--- config.mk ---
export PLATFORM = sky130hd
export DESIGN_NAME = uart_fifo_flow_ctl
export DESIGN_NICKNAME = d
export VERILOG_FILES = /design/src/rtl/uffc_pkg.sv /design/src/rtl/uffc_fifo.sv /design/src/rtl/uffc_rts.sv /design/src/rtl/uart_fifo_flow_ctl.sv
export SDC_FILE = /design/constraint.sdc
export NUM_CORES = 1
export LEC_CHECK = 0
export CAP_MARGIN = 20
export CORE_MARGIN = 1
export CORE_UTILIZATION = 53
export CTS_BUF_LIST = sky130_fd_sc_hd__clkbuf_8
export DETAILED_ROUTE_END_ITERATION = 8
export GPL_ROUTABILITY_DRIVEN = 0
export PLACE_DENSITY = 0.82
export SKIP_CTS_REPAIR_TIMING = 1
export SYNTH_ARGS = -nofsm -noshare
export SYNTH_HDL_FRONTEND = slang
export SYNTH_SLANG_ARGS = --single-unit
--- constraint.sdc ---
create_clock -name clk -period 2.77 [get_ports clk]
set_input_delay 0.554 -clock clk [delete_from_list [all_inputs] [get_ports clk]]
set_output_delay 0.554 -clock clk [all_outputs]
set_load 0.1 [all_outputs]
--- src/rtl/uffc_pkg.sv ---
package uffc_pkg;

  // Threshold code to slot count: 0->1, 1->2, 2 and 3 -> 4
  function automatic int unsigned slots_for_code(input logic [1:0] code);
    case (code)
      2'd0:    return 1;
      2'd1:    return 2;
      default: return 4;
    endcase
  endfunction

  // Receive side counts filled slots
  function automatic logic fill_demand(input int unsigned filled, input logic [1:0] code);
    return filled >= slots_for_code(code);
  endfunction

  // Transmit side counts free slots
  function automatic logic space_demand(input int unsigned filled, input int unsigned depth,
                                        input logic [1:0] code);
    return (depth - filled) >= slots_for_code(code);
  endfunction

  // Stop level from combined queue plus shift register fill
  function automatic logic flow_stop(input int unsigned filled, input logic shreg,
                                     input logic early, input int unsigned depth);
    int unsigned total;
    total = filled + (shreg ? 1 : 0);
    return early ? (total >= depth) : (total >= depth + 1);
  endfunction

endpackage

--- src/rtl/uffc_fifo.sv ---
module uffc_fifo #(
  parameter int DATA_W = 9,
  parameter int DEPTH  = 4,
  localparam int CNT_W = $clog2(DEPTH + 1),
  localparam int PTR_W = (DEPTH > 1) ? $clog2(DEPTH) : 1
) (
  input  logic              clk,
  input  logic              rst_n,
  input  logic              push,
  input  logic [DATA_W-1:0] wdata,
  input  logic              pop,
  input  logic              flush,
  input  logic              err_clr,
  output logic [DATA_W-1:0] rdata,
  output logic [CNT_W-1:0]  count,
  output logic              err
);

  logic [DATA_W-1:0] mem [DEPTH];
  logic [PTR_W-1:0]  wr_q, rd_q;
  logic [CNT_W-1:0]  cnt_q;
  logic              err_q;

  // named events for assertions
  logic full, empty, push_ok, pop_ok, overflow, underflow;

  assign full      = (cnt_q == CNT_W'(DEPTH));
  assign empty     = (cnt_q == '0);
  assign push_ok   = push & ~full & ~flush;
  assign pop_ok    = pop & ~empty & ~flush;
  assign overflow  = push & full & ~flush;
  assign underflow = pop & empty & ~flush;

  always_ff @(posedge clk or negedge rst_n) begin
    if (!rst_n) begin
      wr_q  <= '0;
      rd_q  <= '0;
      cnt_q <= '0;
    end else if (flush) begin
      wr_q  <= '0;
      rd_q  <= '0;
      cnt_q <= '0;
    end else begin
      if (push_ok) wr_q <= (wr_q == PTR_W'(DEPTH - 1)) ? '0 : wr_q + PTR_W'(1);
      if (pop_ok)  rd_q <= (rd_q == PTR_W'(DEPTH - 1)) ? '0 : rd_q + PTR_W'(1);
      cnt_q <= cnt_q + CNT_W'(push_ok) - CNT_W'(pop_ok);
    end
  end

  always_ff @(posedge clk) begin
    if (push_ok) mem[wr_q] <= wdata;
  end

  always_ff @(posedge clk or negedge rst_n) begin
    if (!rst_n)                   err_q <= 1'b0;
    else if (overflow | underflow) err_q <= 1'b1;
    else if (err_clr)             err_q <= 1'b0;
  end

  assign rdata = mem[rd_q];
  assign count = cnt_q;
  assign err   = err_q;

  a_r1_count_bounded: assert property (@(posedge clk) disable iff (!rst_n)
    cnt_q <= CNT_W'(DEPTH));
  a_r1_push_grows: assert property (@(posedge clk) disable iff (!rst_n)
    (push_ok && !pop_ok) |=> (cnt_q == $past(cnt_q) + CNT_W'(1)));
  a_r11_no_overflow: assert property (@(posedge clk) disable iff (!rst_n)
    (overflow && !pop) |=> (cnt_q == $past(cnt_q)) && err_q);
  a_r11_err_sticky: assert property (@(posedge clk) disable iff (!rst_n)
    (err_q && !err_clr) |=> err_q);
  a_r9_flush_empties: assert property (@(posedge clk) disable iff (!rst_n)
    flush |=> (cnt_q == '0));

endmodule

--- src/rtl/uffc_rts.sv ---
module uffc_rts #(
  parameter int DEPTH = 4,
  localparam int CNT_W = $clog2(DEPTH + 1)
) (
  input  logic             clk,
  input  logic             rst_n,
  input  logic [CNT_W-1:0] rx_count,
  input  logic             shreg_full,
  input  logic             hw_en,
  input  logic             early,
  input  logic             sw_we,
  input  logic             sw_val,
  input  logic             inhibit,
  input  logic             rts_inv,
  output logic             rts_pin
);
  import uffc_pkg::*;

  logic sw_q;
  logic hw_stop, level;

  always_ff @(posedge clk or negedge rst_n) begin
    if (!rst_n)                sw_q <= 1'b0;
    else if (sw_we && !hw_en)  sw_q <= sw_val;
  end

  assign hw_stop = flow_stop(int'(rx_count), shreg_full, early, DEPTH);
  assign level   = inhibit | (hw_en ? hw_stop : sw_q);
  assign rts_pin = level ^ rts_inv;

  a_r6_sw_locked: assert property (@(posedge clk) disable iff (!rst_n)
    hw_en |=> $stable(sw_q));
  a_r5_empty_runs: assert property (@(posedge clk) disable iff (!rst_n)
    (hw_en && !inhibit && rx_count == '0 && !shreg_full) |-> (rts_pin == rts_inv));

endmodule

--- src/rtl/uart_fifo_flow_ctl.sv ---
module uart_fifo_flow_ctl #(
  parameter int DATA_W = 9,
  parameter int DEPTH  = 4,
  localparam int CNT_W = $clog2(DEPTH + 1)
) (
  input  logic              clk,
  input  logic              rst_n,
  input  logic [1:0]        rx_thresh,
  input  logic [1:0]        tx_thresh,
  input  logic              rx_dma_en,
  input  logic              tx_dma_en,
  input  logic              rx_push,
  input  logic [DATA_W-1:0] rx_wdata,
  input  logic              rx_pop,
  output logic [DATA_W-1:0] rx_rdata,
  input  logic              rx_shreg_full,
  input  logic              rx_flush,
  input  logic              rx_err_clr,
  output logic              rx_shreg_clear,
  output logic [CNT_W-1:0]  rx_count,
  output logic              rx_req,
  output logic              rx_dma_req,
  output logic              rx_fifo_err,
  input  logic              tx_push,
  input  logic [DATA_W-1:0] tx_wdata,
  input  logic              tx_pop,
  output logic [DATA_W-1:0] tx_rdata,
  input  logic              tx_shreg_full,
  input  logic              tx_frame_started,
  input  logic              tx_flush,
  input  logic              tx_err_clr,
  output logic              tx_shreg_clear,
  output logic [CNT_W-1:0]  tx_count,
  output logic              tx_req,
  output logic              tx_dma_req,
  output logic              tx_fifo_err,
  input  logic              rts_hw_en,
  input  logic              rts_early,
  input  logic              rts_sw_we,
  input  logic              rts_sw_val,
  input  logic              rx_inhibit,
  input  logic              rts_inv,
  input  logic              cts_inv,
  input  logic              cts_pin,
  output logic              rts_pin,
  output logic              cts_level
);
  import uffc_pkg::*;

  uffc_fifo #(.DATA_W(DATA_W), .DEPTH(DEPTH)) u_rxq (
    .clk(clk), .rst_n(rst_n), .push(rx_push), .wdata(rx_wdata), .pop(rx_pop),
    .flush(rx_flush), .err_clr(rx_err_clr), .rdata(rx_rdata), .count(rx_count),
    .err(rx_fifo_err));

  uffc_fifo #(.DATA_W(DATA_W), .DEPTH(DEPTH)) u_txq (
    .clk(clk), .rst_n(rst_n), .push(tx_push), .wdata(tx_wdata), .pop(tx_pop),
    .flush(tx_flush), .err_clr(tx_err_clr), .rdata(tx_rdata), .count(tx_count),
    .err(tx_fifo_err));

  uffc_rts #(.DEPTH(DEPTH)) u_rts (
    .clk(clk), .rst_n(rst_n), .rx_count(rx_count), .shreg_full(rx_shreg_full),
    .hw_en(rts_hw_en), .early(rts_early), .sw_we(rts_sw_we), .sw_val(rts_sw_val),
    .inhibit(rx_inhibit), .rts_inv(rts_inv), .rts_pin(rts_pin));

  assign rx_req     = fill_demand(int'(rx_count), rx_thresh);
  assign tx_req     = space_demand(int'(tx_count), DEPTH, tx_thresh);
  assign rx_dma_req = rx_req & rx_dma_en;
  assign tx_dma_req = tx_req & tx_dma_en;

  assign rx_shreg_clear = rx_flush;
  assign tx_shreg_clear = tx_flush & tx_shreg_full & ~tx_frame_started;
  assign cts_level      = cts_pin ^ cts_inv;

  a_r4_rx_dma_gated: assert property (@(posedge clk) disable iff (!rst_n)
    rx_dma_req |-> (rx_req && rx_dma_en));
  a_r4_tx_dma_gated: assert property (@(posedge clk) disable iff (!rst_n)
    tx_dma_req |-> (tx_req && tx_dma_en));
  a_r7_inhibit_stops: assert property (@(posedge clk) disable iff (!rst_n)
    rx_inhibit |-> (rts_pin != rts_inv));
  a_r10_started_kept: assert property (@(posedge clk) disable iff (!rst_n)
    tx_frame_started |-> !tx_shreg_clear);
  a_r2_empty_no_req: assert property (@(posedge clk) disable iff (!rst_n)
    (rx_count == '0) |-> !rx_req);

endmodule

==> flow_metrics.tcl, run 1 <==
set metrics [dict create \
    cts_buffer_depth 2 \
    synthesis.area_sq_mm 0.00392 \
    layout_commonest_cell "edfxtp_1" \
    antenna_found_initial 0 \
    ff2ff_path_depth 9 \
    viasPerCell 5.22 \
    nNetsFinal 402 \
    fp.dieH_um 88.0 \
    fp.coreArea_sq_mm 0.00698 \
    via_count 2240 \
    period_needed_ps 2710 \
    postLayoutCellArea_sq_mm 0.00526 \
    rr_startpoint "u_rxq.count[2]" \
    drive_gt1_share_pct 31.2 \
    synth.distinct_cells 33 \
    fillCellCount 456 \
    crit_fanout 3 \
    cts_made_buffers 9 \
    worst_pin_slew_ps 805 \
    io_buffer_count 78 \
    clkTransAtPathRegs_ps 80 \
    slew_viol_final 0 \
    finalSetupViolations 0 \
    endpoint_kind "output port" \
    hold_viol 0 \
    finalWorstSetupSlack_ps 56.2 \
    ant_nets 0 \
    r2r-end "u_rxq.count[2]" \
    cp.arrival_ps 2160 \
    ys_warn_count 0 \
    leakagePower_nw 2.03 \
    wl_per_cell_um 16.3 \
    final_util_pct 75.3 \
    relSlewSlack_pct 46.2 \
    synthCells 235 \
    total_power_mw 5.07 \
    die-area_sq_mm 0.00775 \
    row_count 30 \
    avgSynthCellArea_sq_um 16.7 \
    min_to "u_rts.sw_q" \
    clock_skew_ps 11.1 \
    syn-num-nets 309 \
    clk_latency_ps 350 \
    io_pins 79 \
    ys_seq_area_share_pct 66.0 \
    synth-seq-cells 89 \
    grt_pass1_wl_um 10800 \
    hold_depth 1 \
    status "completed" \
    hold_ws_ps 510 \
    timing.fmax_mhz 368 \
    peakVddDrop_mv 1.13 \
    cts_root_buf "clkbuf_8" \
    gr-total-overflow 0 \
    grt_max_degree 18 \
    hp-class "reg2reg" \
    placed_cell_area_sq_mm 0.00490 \
    wirelength_um 7000 \
    cts_tree "built" \
    drtIter0Drc 68 \
    dp_slack_ps -188 \
    grt_pass1_vias 2294 \
    syn2layout_area_growth_pct 34.0 \
    drc_errors 0 \
    cp.required_ps 2220 \
    max-cap-violations 0 \
    dp.final_hpwl_um 4780 \
    hold_start "u_rts.sw_q" \
    start_util_pct 56.2 \
    first_pass_iters 4 \
    fp.dieW_um 88.0 \
    n_antenna_cell 0 \
    critPathKind "reg2out" \
    final_cell_mix "edfxtp_1, clkdlybuf4s50_1, buf_4" \
    period_share_pct 98.0 \
    powerDensity_mw_per_mm2 964 \
    cts_sinks 89 \
    r2r_setup_slack_ps 340 \
    startpoint_type "register" \
    cts_max_level 3 \
    grt_usage_pct 19.3 \
]
[layout make-up]
type / count / area, sq um / share of cell area, %
clock buffer: 10 / 138 / 2.62
clock inverter: 6 / 60.1 / 1.14
inverter: 16 / 65.1 / 1.24
multi-input combinational: 123 / 1380 / 26.2
sequential: 89 / 2600 / 49.5
tap: 96 / 120 / 2.29
timing repair buffer: 89 / 895 / 17.0
[cells in the mapped netlist, drive strengths merged]
cell / n / area share, %
or2: 1 / 0.16
nor2: 16 / 1.5
inv: 16 / 1.5
clkbuf: 4 / 0.38
mux4: 18 / 10
a22oi: 1 / 0.19
ha: 27 / 8.6
xor2: 2 / 0.45
mux2i: 3 / 0.77
edfxtp: 72 / 55
a21oi: 7 / 0.89
nand3: 1 / 0.13
dfrtp: 17 / 11
buf: 3 / 0.45
or3: 1 / 0.16
a21o: 3 / 0.57
o31ai: 1 / 0.19
o41ai: 1 / 0.22
mux2: 1 / 0.29
nor3: 3 / 0.38
xnor2: 4 / 0.89
o22ai: 1 / 0.16
and3b: 1 / 0.32
nand2b: 4 / 0.64
or3b: 1 / 0.22
nor2b: 5 / 0.80
a211o: 1 / 0.22
and2: 10 / 1.7
o211ai: 1 / 0.19
nand2: 7 / 0.67
fa: 2 / 1.0
[logic make-up after synthesis]
group / count (synthesis) / synth area share, %
flip-flops: 89 / 66.0
AND/OR/NAND/NOR: 50 / 6.67
multiplexers: 22 / 11.4
adder cells (fa/ha/maj): 29 / 9.63
AO/OA/AOI/OAI: 16 / 2.65
XOR/XNOR: 6 / 1.34
buffers and inverters: 23 / 2.36
[how the worst max path moves through the flow]
| stage | slack, ps | start | end |
|---|---|---|---|
| floorplan | -180 | u_txq.count[0] | tx_dma_req |
| global placement | -100 | rx_shreg_full | rts_pin |
| detailed placement | -190 | rx_shreg_full | rts_pin |
| CTS | -200 | rx_shreg_full | rts_pin |
| global route | -20 | u_txq.count[1] | tx_dma_req |
| finish | 60 | u_txq.count[1] | tx_dma_req |
[worst max-delay path: stages, from the launching register on]
cell     delay [ps]
dfrtp_4         510
inv_4            80
ha_4            150
ha_4            190
inv_2            60
ha_4            190
a211o_4         330
and2_4          150
buf_12          160
[sequential cells by signal, summed over array words and instances (netlist names)]
name and cells:
u_rxq.count 3, u_txq.count 3, u_rxq.mem 36, u_rxq.err 1, u_txq.wr_q 2, u_txq.rd_q 2
u_txq.err 1, u_rts.sw_q 1, u_txq.mem 36, u_rxq.wr_q 2, u_rxq.rd_q 2
[power by group]
group | total, mW | switching [mW] | internal, mW
Combinational | 2.47 | 1.61 | 0.864
Sequential | 1.73 | 0.150 | 1.58
Clock | 0.869 | 0.434 | 0.435
[per-layer routing]
metal  track usage [%]  part of all wire (%)  wire length, um  vias to the layer above
met4              6.60                   1.1               80                        0
met3              6.60                   5.5              382                        7
met2              32.4                    51             3580                       62
met5                 0                     0                0                        -
met1              23.4                    42             2960                     1113
li1                  -                     -                -                     1058
[stage by stage]
step,TNS [ps],instances
2_1_floorplan,-179,235
6_report,0,429
5_1_grt,-23.4,429
3_5_place_dp,-377,410
3_3_place_gp,-196,410
4_1_cts,-442,426
No activity file was read; power rests on OpenSTA's default activity.
==> run 2: changes to the inputs <==
SLEW_MARGIN = 25   (was unset)
TNS_END_PERCENT = 10   (was unset)
==> run 2 against run 1 <==
Compared with the run above: utilization down 0.41 points; power up 0.30%; sequential share of layout area up 0.27 points; critical endpoint unchanged; die area unchanged.
==> flow_metrics.tcl, run 2 (synthesis results as in run 1) <==
set metrics [dict create \
    fp.coreArea_sq_mm 0.00698 \
    path_cells "inv_4 > ha_4 > ha_1 > a21o_1 > a211o_4 > and2_4 > buf_12" \
    wirelength_um 6990 \
    grt_pass1_wl_um 11400 \
    drc_errors 0 \
    startpoint_type "register" \
    max-cap-violations 0 \
    cts_made_buffers 9 \
    fp.dieW_um 88.0 \
    endpoint_kind "output port" \
    cts_buffer_depth 2 \
    rsz0062_at_grt "true" \
    setup-tns-final_ps 0 \
    critPathKind "reg2out" \
    first_pass_iters 4 \
    viasPerCell 5.17 \
    io_buffer_count 78 \
    nNetsFinal 402 \
    powerDensity_mw_per_mm2 972 \
    crit_fanout 4 \
    leakagePower_nw 2.04 \
    syn2layout_area_growth_pct 33.2 \
    cp_top_family "flip-flops" \
    cpPeakStageDelay_ps 500 \
    fillCellCount 439 \
    via_count 2214 \
    finalSetupViolations 0 \
    path_buf_inv 2 \
    period_needed_ps 2770 \
    status "completed" \
    peakVddDrop_mv 1.34 \
    slew_viol_final 0 \
    worst_pin_slew_ps 766 \
    cpMaxStageDelayCell "dfrtp_4" \
    layout_commonest_cell "edfxtp_1" \
    total_power_mw 5.08 \
    drive_gt1_share_pct 29.8 \
    antenna_found_initial 0 \
    hp-class "reg2reg" \
    hold_viol 0 \
    clk_latency_ps 340 \
    io_pins 79 \
    grt_usage_pct 20.3 \
    cp.arrival_ps 2210 \
    final_cell_mix "edfxtp_1, clkdlybuf4s50_1, buf_4" \
    gr-total-overflow 0 \
    n_antenna_cell 0 \
    clock_skew_ps 12.7 \
    top_regs "u_rxq.mem (36), u_txq.mem (36)" \
    timing.fmax_mhz 362 \
    ant_nets 0 \
    wl_per_cell_um 16.3 \
    dp.final_hpwl_um 5140 \
    cts_tree "built" \
    cts_root_buf "clkbuf_8" \
    clkTransAtPathRegs_ps 90 \
    drtIter0Drc 67 \
    grt_pass1_vias 2402 \
    cts_max_level 3 \
    relSlewSlack_pct 48.8 \
    cts_sinks 89 \
    fp.dieH_um 88.0 \
    period_share_pct 99.8 \
    die-area_sq_mm 0.00775 \
    grt_max_degree 18 \
    cp.required_ps 2220 \
    row_count 30 \
    start_util_pct 56.2 \
]
-- run 2: per-stage QoR --
stage / util (%) / cells / cell area, sq um / setup WS [ps] / hold slack, ps
after floorplan: - / 235 / 3960 / -179 / 258
after global placement: 70.7 / 411 / 4930 / -110 / 488
after detailed placement: 70.7 / 411 / 4930 / -169 / 492
after CTS: 73.7 / 426 / 5150 / -181 / 516
after global routing: 74.9 / 428 / 5230 / -62.1 / 534
final: 74.9 / 428 / 5230 / 4.90 / 511
-- run 2: final timing paths --
path / to / cells past startpoint / slack (ps) / from
min in group asynchronous: u_txq.err / 1 / 660 / rst_n
max in group asynchronous: u_txq.count[1] / 1 / 1550 / rst_n
worst max register to register: u_txq.count[2] / 12 / 420 / u_txq.count[0]
worst min-delay path: u_rxq.err / 2 / 510 / u_rxq.err
worst min register to register: u_rxq.err / 2 / 510 / u_rxq.err
worst max-delay path: tx_dma_req / 7 / 5 / u_txq.count[0]
-- run 2: per-layer routing --
metal  wire [um]  vias to the layer above  GRT usage (%)  part of all wire [%]
li1            -                     1058              -                     -
met4          66                        0           5.72                  0.94
met1        2840                     1082           24.5                    41
met2        3690                       70           35.6                    53
met3         393                        4           6.13                   5.6
met5           0                        -              0                     0
-- run 2: power breakdown --
group | switching (mW) | internal (mW)
clock | 0.438 | 0.508
sequential | 0.131 | 1.58
combinational | 1.60 | 0.832
-- run 2: layout make-up --
cell class              count  area, sq um  share of cell area [%]
flip-flops and latches     89         2600                    49.7
multi-input cells         123         1320                    25.2
repair buffers             89          916                    17.5
clock buffers               9          124                    2.37
well taps                  96          120                    2.30
clock inverters             6         90.1                    1.72
inverters                  16         62.6                    1.20
-- run 2: worst register-to-register path, delay by kind of cell, from the launching register on --
family / cells / cell delay [ps]
adders and majority gates: 5 / 1060
DFF: 1 / 500
xor gates and xnor gates: 1 / 170
buffers and inverters: 3 / 200
and+or+nand+nor: 3 / 370
==> run 3: changes to the inputs <==
CORE_MARGIN = 2   (was 1)
CORE_UTILIZATION = 51   (was 53)
CTS_BUF_LIST = unset   (was sky130_fd_sc_hd__clkbuf_8)
PLACE_DENSITY = 0.79   (was 0.82)
==> run 3 against run 2 <==
Compared with the run above: register-to-register slack got worse by 30 ps; worst setup slack better by 41 ps; count of clock-buffer cells in the layout grew 1; global-route usage shrank 2.7 points; sequential share of layout area down 0.071 points; final cell count increased by 0.70%; sequential power about the same; routed wire length fell by 0.51%; non-clock buffer count decreased by 1; utilization fell by 3.8 points.
==> flow_metrics.tcl, run 3 (synthesis results as in run 1) <==
set metrics [dict create \
    syn2layout_area_growth_pct 33.4 \
    critPathKind "reg2out" \
    row_count 31 \
    viasPerCell 5.21 \
    ff2ff_path_depth 9 \
    dp.final_hpwl_um 5000 \
    clkTransAtPathRegs_ps 90 \
    drive_gt1_share_pct 31.0 \
    powerDensity_mw_per_mm2 971 \
    hold_depth 2 \
    clk_latency_ps 340 \
    grt_max_degree 18 \
    path_cells "inv_4 > ha_4 > ha_1 > a21o_1 > a211o_2 > and2_4 > buf_12" \
    cts_buffer_depth 2 \
    wirelength_um 6960 \
    period_share_pct 98.3 \
    wl_per_cell_um 16.1 \
    period_needed_ps 2720 \
    cts_max_level 3 \
    via_count 2247 \
    fp.dieW_um 91.7 \
    fp.dieH_um 91.7 \
    hp-class "reg2reg" \
    rr_startpoint "u_rxq.count[2]" \
    final_cell_mix "edfxtp_1, clkdlybuf4s50_1, buf_4" \
    rsz0062_at_grt "true" \
    cts_sinks 89 \
    leakagePower_nw 2.04 \
    grt_usage_pct 17.6 \
    placed_cell_area_sq_mm 0.00491 \
    cpPeakStageDelay_ps 510 \
    io_pins 79 \
    cts_made_buffers 9 \
    cts_tree "built" \
    layout_commonest_cell "edfxtp_1" \
    hold_start "u_rxq.err" \
    top_regs "u_rxq.mem (36), u_txq.mem (36)" \
    timing.fmax_mhz 367 \
    slew_viol_final 0 \
    peakVddDrop_mv 0.913 \
    startpoint_type "register" \
    relSlewSlack_pct 43.4 \
    finalSetupViolations 0 \
    cts_root_buf "clkbuf_8" \
    grt_pass1_vias 2362 \
    r2r_setup_slack_ps 390 \
    clock_skew_ps 6.83 \
    hold_ws_ps 505 \
    start_util_pct 53.2 \
    hold_viol 0 \
    first_pass_iters 4 \
    postLayoutCellArea_sq_mm 0.00523 \
    io_buffer_count 78 \
    fp.coreArea_sq_mm 0.00737 \
    cp.required_ps 2220 \
    gr-total-overflow 0 \
    r2r-end "u_rxq.count[2]" \
    grt_pass1_wl_um 11400 \
    nNetsFinal 401 \
    max-cap-violations 0 \
    status "completed" \
    die-area_sq_mm 0.00841 \
    cp.arrival_ps 2170 \
    cpMaxStageDelayCell "dfrtp_4" \
    antenna_found_initial 0 \
    worst_pin_slew_ps 846 \
    drc_errors 0 \
    drtIter0Drc 56 \
    min_to "u_rxq.err" \
    endpoint_kind "output port" \
    ant_nets 0 \
    crit_fanout 3 \
    n_antenna_cell 0 \
]
[run 3: worst max-delay path by stage]
stage                    from    endpoint  slack (ps)  depth (start not counted)
5_1_grt        u_txq.count[0]  tx_dma_req          -8                          8
3_5_place_dp     tx_thresh[1]  tx_dma_req        -120                          8
4_1_cts          tx_thresh[1]  tx_dma_req        -120                          8
2_1_floorplan  u_txq.count[0]  tx_dma_req        -180                          7
3_3_place_gp    rx_shreg_full     rts_pin        -100                          9
6_report       u_txq.count[1]  tx_dma_req          50                          7
[run 3: critical path: cells and delay by family, from the launching register on]
kind / cells / cell delay [ps]
AOI/OAI and AO/OA: 2 / 450
adders and majority gates: 2 / 470
buffers and inverters: 2 / 240
DFF: 1 / 510
and+or+nand+nor: 1 / 150
[run 3: layout make-up]
class	count	area, sq um
Clock inverter	6	90.1
Inverter	16	65.1
Timing Repair Buffer	88	883
Clock buffer	10	128
Sequential cell	89	2600
Multi-Input combinational cell	123	1350
Fill cell	495	2140
Tap cell	99	124
[run 3: where the power goes]
group,internal (mW),switching (mW),leakage [nW]
Clock,0.513,0.441,0.107
Combinational,0.823,1.58,1.06
Sequential,1.58,0.147,0.871
[run 3: layer usage]
layer / global-route usage (%) / share of wire, % / vias up / wire length, um
li1: - / - / 1067 / -
met1: 22.9 / 42 / 1099 / 2950
met2: 29.4 / 51 / 77 / 3510
met3: 4.85 / 6.2 / 4 / 430
met4: 4.85 / 0.85 / 0 / 59
met5: 0 / 0 / - / 0
[run 3: per-stage QoR]
step           TNS (ps)  cells  utilization (%)  total power, mW  worst slack (ps)
6_report              0    431             71.0             5.08              46.1
5_1_grt           -8.02    431             71.0             5.32             -8.02
4_1_cts            -355    429             69.5             5.02              -123
3_5_place_dp       -339    413             66.6             4.07              -120
3_3_place_gp       -209    413             66.6             4.03              -103
2_1_floorplan      -259    235                -             3.44              -179
